$ cat src/rtl/tap_pkg.sv
package tap_pkg;

  localparam int IR_W = 10;

  typedef enum logic [3:0] {
    ST_RESET, ST_IDLE,
    ST_SEL_DR, ST_CAP_DR, ST_SHIFT_DR, ST_EXIT1_DR, ST_PAUSE_DR, ST_EXIT2_DR, ST_UPD_DR,
    ST_SEL_IR, ST_CAP_IR, ST_SHIFT_IR, ST_EXIT1_IR, ST_PAUSE_IR, ST_EXIT2_IR, ST_UPD_IR
  } tapState_e;

  typedef enum logic [2:0] {
    SEL_BYPASS, SEL_IDCODE, SEL_USERCODE, SEL_BOUNDARY, SEL_IOCFG
  } drSel_e;

  // strobes from control to datapath
  typedef struct packed {
    logic   capture;
    logic   shift;
    logic   update;
    drSel_e sel;
    logic   drivePins;
    logic   floatPins;
  } drCtl_t;

  localparam logic [IR_W-1:0] OP_SAMPLE   = 10'h005;
  localparam logic [IR_W-1:0] OP_IDCODE   = 10'h006;
  localparam logic [IR_W-1:0] OP_USERCODE = 10'h007;
  localparam logic [IR_W-1:0] OP_CLAMP    = 10'h00A;
  localparam logic [IR_W-1:0] OP_HIGHZ    = 10'h00B;
  localparam logic [IR_W-1:0] OP_CFGIO    = 10'h00D;
  localparam logic [IR_W-1:0] OP_EXTEST   = 10'h00F;
  localparam logic [IR_W-1:0] OP_BYPASS   = 10'h3FF;

endpackage

$ cat src/rtl/tap_ctrl.sv
module tap_ctrl
  import tap_pkg::*;
(
  input  logic   tck,
  input  logic   rstN,
  input  logic   tms,
  input  logic   tdi,
  input  logic   drSo,
  input  logic   cfgBusy,
  output drCtl_t ctl,
  output logic   tdo,
  output logic   tdoOe,
  output logic   nStatus,
  output logic   cfgAbort
);

  tapState_e state, nxtState;
  logic [IR_W-1:0] irShift, irCur;
  logic holdLow, shiftSeen;
  drSel_e dSel;
  logic drive, flt;

  // TAP transition graph
  always_comb begin
    case (state)
      ST_RESET:    nxtState = tms ? ST_RESET    : ST_IDLE;
      ST_IDLE:     nxtState = tms ? ST_SEL_DR   : ST_IDLE;
      ST_SEL_DR:   nxtState = tms ? ST_SEL_IR   : ST_CAP_DR;
      ST_CAP_DR:   nxtState = tms ? ST_EXIT1_DR : ST_SHIFT_DR;
      ST_SHIFT_DR: nxtState = tms ? ST_EXIT1_DR : ST_SHIFT_DR;
      ST_EXIT1_DR: nxtState = tms ? ST_UPD_DR   : ST_PAUSE_DR;
      ST_PAUSE_DR: nxtState = tms ? ST_EXIT2_DR : ST_PAUSE_DR;
      ST_EXIT2_DR: nxtState = tms ? ST_UPD_DR   : ST_SHIFT_DR;
      ST_UPD_DR:   nxtState = tms ? ST_SEL_DR   : ST_IDLE;
      ST_SEL_IR:   nxtState = tms ? ST_RESET    : ST_CAP_IR;
      ST_CAP_IR:   nxtState = tms ? ST_EXIT1_IR : ST_SHIFT_IR;
      ST_SHIFT_IR: nxtState = tms ? ST_EXIT1_IR : ST_SHIFT_IR;
      ST_EXIT1_IR: nxtState = tms ? ST_UPD_IR   : ST_PAUSE_IR;
      ST_PAUSE_IR: nxtState = tms ? ST_EXIT2_IR : ST_PAUSE_IR;
      ST_EXIT2_IR: nxtState = tms ? ST_UPD_IR   : ST_SHIFT_IR;
      ST_UPD_IR:   nxtState = tms ? ST_SEL_DR   : ST_IDLE;
      default:     nxtState = ST_RESET;
    endcase
  end

  always_ff @(posedge tck or negedge rstN) begin
    if (!rstN) state <= ST_RESET;
    else       state <= nxtState;
  end

  // instruction register: shift stage and active latch
  always_ff @(posedge tck or negedge rstN) begin
    if (!rstN) begin
      irShift <= '0;
      irCur   <= OP_IDCODE;
    end else begin
      if (state == ST_CAP_IR)        irShift <= IR_W'(2'b01);
      else if (state == ST_SHIFT_IR) irShift <= {tdi, irShift[IR_W-1:1]};
      if (state == ST_RESET)         irCur <= OP_IDCODE;
      else if (state == ST_UPD_IR)   irCur <= irShift;
    end
  end

  // instruction decode
  always_comb begin
    dSel  = SEL_BYPASS;
    drive = 1'b0;
    flt   = 1'b0;
    case (irCur)
      OP_IDCODE:   dSel = SEL_IDCODE;
      OP_USERCODE: dSel = SEL_USERCODE;
      OP_SAMPLE:   dSel = SEL_BOUNDARY;
      OP_EXTEST:   begin dSel = SEL_BOUNDARY; drive = 1'b1; end
      OP_CLAMP:    drive = 1'b1;
      OP_HIGHZ:    flt = 1'b1;
      OP_CFGIO:    dSel = SEL_IOCFG;
      default:     ;
    endcase
  end

  always_comb begin
    ctl.capture   = (state == ST_CAP_DR);
    ctl.shift     = (state == ST_SHIFT_DR);
    ctl.update    = (state == ST_UPD_DR);
    ctl.sel       = dSel;
    ctl.drivePins = drive;
    ctl.floatPins = flt;
  end

  // status hold: set when the reconfiguration instruction goes live,
  // cleared by an update that follows a real shift
  always_ff @(posedge tck or negedge rstN) begin
    if (!rstN) begin
      holdLow   <= 1'b0;
      shiftSeen <= 1'b0;
    end else if (state == ST_RESET) begin
      holdLow   <= 1'b0;
      shiftSeen <= 1'b0;
    end else if (state == ST_UPD_IR && irShift == OP_CFGIO) begin
      holdLow   <= 1'b1;
      shiftSeen <= 1'b0;
    end else if (holdLow) begin
      if (state == ST_SHIFT_DR && irCur == OP_CFGIO) shiftSeen <= 1'b1;
      if (state == ST_UPD_DR && irCur == OP_CFGIO && shiftSeen) holdLow <= 1'b0;
    end
  end

  assign nStatus  = ~holdLow;
  assign cfgAbort = holdLow & cfgBusy;

  // output stage on the falling edge
  always_ff @(negedge tck or negedge rstN) begin
    if (!rstN) begin
      tdo   <= 1'b0;
      tdoOe <= 1'b0;
    end else begin
      tdoOe <= (state == ST_SHIFT_DR) || (state == ST_SHIFT_IR);
      tdo   <= (state == ST_SHIFT_IR) ? irShift[0] : drSo;
    end
  end

  assert_five_tms_R1: assert property (@(posedge tck) disable iff (!rstN)
    (tms && $past(tms, 1) && $past(tms, 2) && $past(tms, 3) && $past(tms, 4)) |=> state == ST_RESET);

  assert_reset_selects_id_R2: assert property (@(posedge tck) disable iff (!rstN)
    ($past(state) == ST_RESET) |-> ctl.sel == SEL_IDCODE);

  assert_tdo_enable_R6: assert property (@(posedge tck) disable iff (!rstN)
    tdoOe |-> (state == ST_SHIFT_DR || state == ST_SHIFT_IR));

  assert_hold_set_R8: assert property (@(posedge tck) disable iff (!rstN)
    $rose(holdLow) |-> $past(state) == ST_UPD_IR);

  assert_hold_clear_R8: assert property (@(posedge tck) disable iff (!rstN)
    $fell(holdLow) |-> ($past(state) == ST_UPD_DR || $past(state) == ST_RESET));

endmodule

$ cat src/rtl/tap_dpath.sv
module tap_dpath
  import tap_pkg::*;
#(
  parameter int          BSR_LEN      = 16,
  parameter int          IOCFG_W      = 16,
  parameter logic [31:0] IDCODE_VAL   = 32'h0000_0001,
  parameter logic [31:0] USERCODE_VAL = 32'h0000_0000
) (
  input  logic                 tck,
  input  logic                 rstN,
  input  logic                 tdi,
  input  drCtl_t               ctl,
  input  logic [BSR_LEN/2-1:0] coreOut,
  input  logic [BSR_LEN/2-1:0] coreOe,
  input  logic [BSR_LEN/2-1:0] pinIn,
  input  logic [BSR_LEN/2-1:0] pinKeep,
  output logic                 drSo,
  output logic [BSR_LEN/2-1:0] pinOut,
  output logic [BSR_LEN/2-1:0] pinOe,
  output logic [BSR_LEN/2-1:0] pinHold,
  output logic [IOCFG_W-1:0]   ioCfg
);

  localparam int NUM_PINS = BSR_LEN / 2;
  localparam int ID_W     = 32;

  logic                bypassBit;
  logic [ID_W-1:0]     idShift;
  logic [BSR_LEN-1:0]  bsrShift, bsrUpd, bsrCap;
  logic [IOCFG_W-1:0]  cfgShift;

  // per-pin boundary cells and pin muxing
  for (genvar p = 0; p < NUM_PINS; p++) begin : g_pin
    logic oeEff;
    assign bsrCap[2*p]   = pinIn[p];
    assign bsrCap[2*p+1] = coreOe[p];
    assign oeEff      = ctl.floatPins ? 1'b0 :
                        (ctl.drivePins ? bsrUpd[2*p+1] : coreOe[p]);
    assign pinOut[p]  = ctl.drivePins ? bsrUpd[2*p] : coreOut[p];
    assign pinOe[p]   = oeEff;
    assign pinHold[p] = pinKeep[p] & ~oeEff;
  end

  // capture / shift stages
  always_ff @(posedge tck or negedge rstN) begin
    if (!rstN) begin
      bypassBit <= 1'b0;
      idShift   <= '0;
      bsrShift  <= '0;
      cfgShift  <= '0;
    end else if (ctl.capture) begin
      bypassBit <= 1'b0;
      idShift   <= (ctl.sel == SEL_USERCODE) ? USERCODE_VAL : IDCODE_VAL;
      bsrShift  <= bsrCap;
      cfgShift  <= ioCfg;
    end else if (ctl.shift) begin
      case (ctl.sel)
        SEL_BYPASS:               bypassBit <= tdi;
        SEL_IDCODE, SEL_USERCODE: idShift   <= {tdi, idShift[ID_W-1:1]};
        SEL_BOUNDARY:             bsrShift  <= {tdi, bsrShift[BSR_LEN-1:1]};
        SEL_IOCFG:                cfgShift  <= {tdi, cfgShift[IOCFG_W-1:1]};
        default:                  ;
      endcase
    end
  end

  // update latches
  always_ff @(posedge tck or negedge rstN) begin
    if (!rstN) begin
      bsrUpd <= '0;
      ioCfg  <= '0;
    end else if (ctl.update) begin
      if (ctl.sel == SEL_BOUNDARY) bsrUpd <= bsrShift;
      if (ctl.sel == SEL_IOCFG)    ioCfg  <= cfgShift;
    end
  end

  always_comb begin
    case (ctl.sel)
      SEL_IDCODE, SEL_USERCODE: drSo = idShift[0];
      SEL_BOUNDARY:             drSo = bsrShift[0];
      SEL_IOCFG:                drSo = cfgShift[0];
      default:                  drSo = bypassBit;
    endcase
  end

  assert_bypass_capture_R5: assert property (@(posedge tck) disable iff (!rstN)
    (ctl.capture && ctl.sel == SEL_BYPASS) |=> drSo == 1'b0);

  assert_cfg_update_R7: assert property (@(posedge tck) disable iff (!rstN)
    (ctl.update && ctl.sel == SEL_IOCFG) |=> ioCfg == $past(cfgShift));

  assert_bsr_update_R10: assert property (@(posedge tck) disable iff (!rstN)
    (ctl.update && ctl.sel == SEL_BOUNDARY) |=> bsrUpd == $past(bsrShift));

endmodule

$ cat src/rtl/tap_ioreconf.sv
module tap_ioreconf #(
  parameter bit          USE_TRST     = 1'b1,
  parameter int          BSR_LEN      = 16,
  parameter int          IOCFG_W      = 16,
  parameter logic [3:0]  ID_VERSION   = 4'h0,
  parameter logic [15:0] ID_PART      = 16'h2121,
  parameter logic [10:0] ID_MAKER     = 11'h06E,
  parameter logic [31:0] USERCODE_VAL = 32'hA5C3_0F1E
) (
  input  logic                 tck,
  input  logic                 trstN,
  input  logic                 tms,
  input  logic                 tdi,
  output logic                 tdo,
  output logic                 tdoOe,
  input  logic                 cfgBusy,
  output logic                 cfgAbort,
  output logic                 nStatus,
  input  logic [BSR_LEN/2-1:0] coreOut,
  input  logic [BSR_LEN/2-1:0] coreOe,
  input  logic [BSR_LEN/2-1:0] pinIn,
  input  logic [BSR_LEN/2-1:0] pinKeep,
  output logic [BSR_LEN/2-1:0] pinOut,
  output logic [BSR_LEN/2-1:0] pinOe,
  output logic [BSR_LEN/2-1:0] pinHold,
  output logic [IOCFG_W-1:0]   ioCfg
);

  localparam logic [31:0] IDCODE_VAL = {ID_VERSION, ID_PART, ID_MAKER, 1'b1};

  tap_pkg::drCtl_t ctl;
  logic drSo;
  logic rstN;

  assign rstN = USE_TRST ? trstN : 1'b1;

  tap_ctrl i_ctrl (
    .tck(tck), .rstN(rstN), .tms(tms), .tdi(tdi), .drSo(drSo),
    .cfgBusy(cfgBusy), .ctl(ctl), .tdo(tdo), .tdoOe(tdoOe),
    .nStatus(nStatus), .cfgAbort(cfgAbort)
  );

  tap_dpath #(
    .BSR_LEN(BSR_LEN), .IOCFG_W(IOCFG_W),
    .IDCODE_VAL(IDCODE_VAL), .USERCODE_VAL(USERCODE_VAL)
  ) i_dpath (
    .tck(tck), .rstN(rstN), .tdi(tdi), .ctl(ctl),
    .coreOut(coreOut), .coreOe(coreOe), .pinIn(pinIn), .pinKeep(pinKeep),
    .drSo(drSo), .pinOut(pinOut), .pinOe(pinOe), .pinHold(pinHold), .ioCfg(ioCfg)
  );

endmodule

$ cat config.mk
export PLATFORM = sky130hd
export DESIGN_NAME = tap_ioreconf
export DESIGN_NICKNAME = d
export VERILOG_FILES = /design/src/rtl/tap_pkg.sv /design/src/rtl/tap_ctrl.sv /design/src/rtl/tap_dpath.sv /design/src/rtl/tap_ioreconf.sv
export SDC_FILE = /design/constraint.sdc
export NUM_CORES = 1
export LEC_CHECK = 0
export BUFFER_PORTS_ARGS = -buffer_cell sky130_fd_sc_hd__buf_4
export CAP_MARGIN = 20
export CORE_ASPECT_RATIO = 1.5
export CORE_UTILIZATION = 57
export CTS_CLUSTER_DIAMETER = 50
export DETAILED_ROUTE_END_ITERATION = 10
export MAX_ROUTING_LAYER = met4
export PLACE_DENSITY = 0.79
export SETUP_SLACK_MARGIN = 0.05
export SYNTH_ARGS = -nofsm -noshare
export SYNTH_HDL_FRONTEND = slang
export SYNTH_SLANG_ARGS = --single-unit
$ cat constraint.sdc
create_clock -name tck -period 2.9 [get_ports tck]
set_input_delay 0.145 -clock tck [delete_from_list [all_inputs] [get_ports tck]]
set_output_delay 0.145 -clock tck [all_outputs]
set_load 0.01 [all_outputs]
==> metrics, run 1 <==
Crit-path slowest cell or4_4; CP Capture Type flop; crit path cell chain or4_4 -> a311o_1 -> a21oi_2; crit path from i_ctrl.irCur[4]; synth top area cells dfrtp_1 52%, mux2_2 6.0%, nand2_1 5.3%, nor3_1 4.1%, a22o_1 2.4%; CP required 1.85 ns; drt drc 12; nets@finish 690; Clock Path Buffers 2; Internal 4.711 mW; Initial DRC Count 300; area share of the largest cell type after synthesis 51.95%; switching share of power 32.25%; RSZ-0062 raised after global routing true; most instantiated library cell after synthesis dfrtp_1; GPL Wtd Cong 0.8922; H-tree depth 4; Non-Filler Instances 780; Chip Width 84.56 µm; worst reg2reg startpoint i_ctrl.irCur[4]; via count 4709; initial antenna violation count 0; overall routing resource usage 29.11%; via/cell ratio 6.037; outcome finished, violations left; endpoints failing setup 0; Tot Pwr 6.955 mW; slew at the pin closest to its max-slew limit 0.5753 ns; Synth area leader dfrtp_1; reg2reg setup slack 0.02 ns; vias in the first global route 4808; ys flop type dfrtp_1; reg2reg path depth 3; worst min-delay path class in2reg; area grow syn2layout 25.72%; Clock Power Share 31.7%; largest net degree at the start of global routing 96; Leak 3.509 nW; Synth top cells by count 121 x dfrtp_1, 83 x nand2_1, 48 x nor3_1; sequential share of power 40.8%; Fin Clk Skew 0.02433 ns; kind of critical path reg2reg; first-pass GRT wire length 23.64 mm; EDFF count, synth 0; Final ANT Viol Nets 0; Worst slew margin 61.65%; DR pass1 iterations 7; CTS tree done; Synth cell types 56; Ys Warns 0; core area 9799 µm²; Hold Vio Cnt, Final 0; sequential area share after synthesis 53.71%; Final Slew Violations 0; Mapped Cells 563; Async SR Flop Fraction 100.0%; Comb pwr share 27.5%; Num CTS Buffers 17; Arrival @ worst endpoint 1.83 ns; Clock transition at path regs 0.05 ns; filler cell count in the final layout 662; IO buf count 80; Pwr Density 949.2 nW/µm²; Post-Syn Area per Cell 10.35 µm²; post-synthesis net count 600; FF-to-FF End i_ctrl.tdo; CP Max Fanout 3; Initial Util 59.47%; die height 125.8 µm; # diodes 0; clock root cell clkbuf_16; P_sw 2.243 mW; failing checks design-rule violations; overflow left after global routing 0; max incr delay on CP 0.55 ns; placed insts 738; post-DP HPWL 8.607 mm; Max VDD drop 0.0006372 V; Boundary Pins 81; MaxCap Viol Count 0; full die area 10640 µm²; routed len/inst 17.86 µm; post-synthesis register bit count 125; Clock Latency Late Sink 0.40 ns; share of cells above drive strength 1 30.68%; mapped cell area 5828 µm²; Row Count 44; Post-Route WL 13.93 mm; Critical Path Source Type flop; worst setup path endpoint i_ctrl.tdo; Num Clock Sinks 125
==> cell type report <==
cell class,count,area [µm²],area share (%)
Clock buffer,24,481.7,6.574
Timing Repair Buffer,120,935.9,12.77
Multi-Input combinational cell,386,2489,33.97
Sequential cell,125,3131,42.73
Clock inverter,7,135.1,1.844
Inverter,3,11.26,0.1537
Tap cell,115,143.9,1.964
==> cell families (layout without fill, tap and decap cells) <==
| family | after synthesis | in the layout | share of synthesized area, % |
|---|---|---|---|
| simple gates | 240 | 240 | 20.70 |
| flops | 125 | 125 | 53.71 |
| compound gates | 94 | 94 | 11.12 |
| buf+inv | 52 | 154 | 4.723 |
| mux | 49 | 49 | 9.296 |
| xor+xnor | 3 | 3 | 0.4509 |
==> worst min path at each step <==
stage / from / to / slack, ns / cells after the start
2_1_floorplan: trstN / i_ctrl.holdLow / -0.15 / 0
3_3_place_gp: trstN / i_ctrl.irCur[0] / 0.11 / 1
3_5_place_dp: trstN / i_ctrl.irCur[0] / 0.11 / 1
4_1_cts: coreOe[7] / i_dpath.bsrShift[15] / 0.01 / 3
5_1_grt: pinIn[7] / i_dpath.bsrShift[14] / 0.03 / 3
6_report: coreOe[7] / i_dpath.bsrShift[15] / 0.03 / 3
==> sequential cells by signal, summed over array words and instances (netlist names), 4 cells and up <==
name and flops:
i_dpath.idShift 32, i_dpath.bsrShift 16, i_dpath.bsrUpd 16, i_dpath.cfgShift 16
i_dpath.ioCfg 16, i_ctrl.irCur 10, i_ctrl.irShift 10, i_ctrl.state 4
==> worst max-delay path: cells and delay by family (launching register included) <==
kind	cells	cell delay (ns)
and+or+nand+nor	1	0.55
AOI/OAI and AO/OA	2	0.46
DFF	1	0.42
==> routing by layer <==
layer	wire (µm)	GRT usage, %	up-vias	share of wire [%]
li1	-	-	2178	-
met1	5469	34.05	2386	39
met2	7571	49.59	118	54
met3	550	5.898	27	3.9
met4	340	10.67	0	2.4
met5	0	-	-	0
==> power by group through the flow <==
stage,logic [mW],clock network [mW],registers [mW]
6_report,1.91,2.20,2.84
5_1_grt,2.13,2.30,2.92
4_1_cts,1.92,2.23,2.83
3_5_place_dp,1.83,0,2.84
3_3_place_gp,1.75,0,2.80
2_1_floorplan,1.38,0,2.68
==> placed cells by master (no fill, tap or decap), types with 5 or more instances in the layout <==
master	count
nor2_1	36
a22oi_1	10
o21a_1	8
mux2_2	31
a22o_1	16
o21ai_0	7
nand3_1	21
nor3_1	46
dfrtp_1	121
nand2_1	83
a21oi_1	17
nor2_2	15
mux2_1	10
buf_4	110
mux2i_1	8
a31oi_1	18
o22ai_1	5
clkbuf_16	17
dlygate4sd3_1	9
==> repair_timing <==
| action | in CTS | in global routing |
|---|---|---|
| pin swaps | 1 | 0 |
| hold buffers | 9 | 0 |
| gates resized for setup | 5 | 1 |
| setup endpoints to repair | 1 | 1 |
| setup buffers | 2 | 0 |
| gates cloned | 0 | 0 |
| hold endpoints to repair | 36 | 0 |
==> metrics by stage <==
stage | instance area, µm² | utilization, % | TNS [ns] | hold WS [ns] | worst slack, ns
after floorplan | 5842 | - | 0 | -0.1506 | 0.02324
after global placement | 6576 | 67.11 | 0 | 0.1065 | 0.09438
after detailed placement | 6576 | 67.11 | 0 | 0.1131 | 0.01641
after CTS | 7325 | 74.74 | 0 | 0.01475 | 0.01903
after global routing | 7327 | 74.77 | -0.02435 | 0.03268 | -0.02435
final | 7327 | 74.77 | 0 | 0.02992 | 0.01859
(Power assumes the default switching activity.)
==> inputs of run 2 (changes only) <==
--- a/config.mk
+++ b/config.mk
@@ -7,7 +7,7 @@
 export LEC_CHECK = 0
 export BUFFER_PORTS_ARGS = -buffer_cell sky130_fd_sc_hd__buf_4
 export CAP_MARGIN = 20
-export CORE_ASPECT_RATIO = 1.5
+export CORE_ASPECT_RATIO = 1.4
 export CORE_UTILIZATION = 57
 export CTS_CLUSTER_DIAMETER = 50
 export DETAILED_ROUTE_END_ITERATION = 10
==> run 2 against run 1 <==
  * Critical path depth stayed put
  * Largest cell class unchanged
  * Non-clock buffer count is 2 higher
  * Final cell count up 2.8%
  * Combinational power hardly changed
  * Global-route usage decreased by 0.45 points
  * Total power fell by 4.5%
  * Clock power decreased by 14%
  * The flow now finishes without violations
  * Via count up 1.1%
==> metrics, run 2 (same netlist as run 1, synthesis figures left out) <==
outcome finished, final reports clean; Worst slew margin 50.30% (-11 points); commonest non-fill, non-tap cell in the layout dfrtp_1; CP Capture Type flop; full die area 10640 µm² (about the same); H-tree depth 4 (unchanged); Clock Path Buffers 2 (unchanged); Fin Clk Skew 0.02502 ns (+0.0006835 ns); first-pass GRT wire length 22.53 mm (-4.7%); routed len/inst 17.30 µm (-3.2%); Num CTS Buffers 17 (unchanged); via count 4761 (+1.1%); area grow syn2layout 24.65%; Final ANT Viol Nets 0 (unchanged); clock root cell clkbuf_16; MaxCap Viol Count 0 (unchanged); core area 9899 µm² (+1.0%); Num Clock Sinks 125 (unchanged); overflow left after global routing 0 (unchanged); Initial Util 58.87% (-0.60 points); initial antenna violation count 0 (unchanged); CTS tree done; CP Max Fanout 3 (unchanged); reg2reg path depth 3 (unchanged); vias in the first global route 4623 (-3.8%); Clock transition at path regs 0.06 ns (about the same); Critical Path Source Type flop; GPL Wtd Cong 0.9058 (+1.5%); Initial DRC Count 484 (+61%); Final Slew Violations 0 (unchanged); post-DP HPWL 8.816 mm (+2.4%); CP required 1.86 ns (about the same); die height 121.6 µm (-3.3%); share of cells above drive strength 1 30.58% (-0.092 points); Leak 3.452 nW (-1.6%); IO buf count 80 (unchanged); crit path from i_ctrl.irCur[6]; Max VDD drop 0.0004726 V (-26%); DR pass1 iterations 5 (-2); via/cell ratio 5.936 (-1.7%); reg2reg setup slack 0.04 ns (+0.02 ns); slew at the pin closest to its max-slew limit 0.7454 ns (+0.1701 ns); most frequent cells in the layout 120 x dfrtp_1, 111 x buf_4, 83 x nand2_1; endpoints failing setup 0 (unchanged); setup TNS 0 ns (unchanged); largest net degree at the start of global routing 61 (-36%); nets@finish 692 (+0.29%); Final Hold Slack 0.03398 ns (+0.004063 ns); worst min-delay path class in2reg; Boundary Pins 81 (unchanged); Pwr Density 914.7 nW/µm² (-3.6%); worst setup path endpoint i_ctrl.tdo; # diodes 0 (unchanged); Hold Vio Cnt, Final 0 (unchanged); drt drc 0 (-12); filler cell count in the final layout 679 (+2.6%); Post-Route WL 13.87 mm (-0.43%); Chip Width 87.46 µm (+3.4%); Clock Latency Late Sink 0.41 ns (about the same); Largest register FFs 32 (unchanged); kind of critical path reg2reg; FF-to-FF End i_ctrl.tdo; Biggest register i_dpath.idShift; worst reg2reg startpoint i_ctrl.irCur[6]; Arrival @ worst endpoint 1.82 ns (about the same); overall routing resource usage 28.66% (-0.45 points); RSZ-0062 raised after global routing true; Row Count 43 (-2.3%)
[run 2: cell types whose count changed in the layout (fill, tap and decap cells not counted), sizes merged]
cell,delta
clkbuf,-3
clkinv,+1
clkinvlp,+5
inv,+1
dlygate4sd3,+2
bufinv,-4
[run 2: metal layers]
metal / vias up / part of all wire, % / track usage [%]
met5: - / 0 / -
met4: 0 / 1.6 / 9.324
met3: 25 / 4.7 / 6.707
met2: 168 / 53 / 46.78
met1: 2389 / 40 / 35.17
li1: 2179 / - / -
[run 2: stage by stage]
stage	power (mW)	util, %	cell area [µm²]	instances	setup slack [ns]
final	6.645	73.38	7264	802	0.04040
after global routing	7.027	73.38	7264	802	0.003983
after CTS	6.642	73.00	7227	799	0.05935
after detailed placement	4.681	66.56	6589	758	0.07206
after global placement	4.551	66.56	6589	758	0.08479
after floorplan	4.060	-	5842	563	0.02324
[run 2: area by class of cell]
cell class	count	area, µm²	share of cell area [%]
tap	135	168.9	2.325
timing repair buffer	122	943.4	12.99
multi-input combinational	386	2472	34.03
clock inverter	10	66.31	0.9128
inverter	3	11.26	0.1550
sequential	125	3132	43.11
clock buffer	21	470.5	6.476
[run 2: how the worst min path moves through the flow]
stage,startpoint,end,slack [ns],depth (start not counted)
global placement,trstN,i_ctrl.irCur[3],0.05,1
detailed placement,trstN,i_ctrl.irShift[1],0.06,1
CTS,pinIn[5],i_dpath.bsrShift[10],0.006,3
floorplan,trstN,i_ctrl.holdLow,-0.15,0
finish,tdi,i_dpath.bsrShift[15],0.03,3
global route,pinIn[7],i_dpath.bsrShift[14],0.02,3
[run 2: critical path: stages, from the launching register on]
cell	delay [ns]
dfrtp_1	0.42
or4_4	0.56
a311o_1	0.29
a21oi_1	0.14
[run 2: repair_timing]
action,4_1_cts,5_1_grt
hold buffers,9,2
setup endpoints to repair,1,1
endpoints found under the hold margin,28,2
gates resized for setup,1,2
setup buffers,1,1
[run 2: where the power goes]
| group | internal (mW) | total (mW) | switching (mW) |
|---|---|---|---|
| Clock | 1.15 | 1.90 | 0.751 |
| Combinational | 0.861 | 1.92 | 1.06 |
| Sequential | 2.36 | 2.83 | 0.470 |
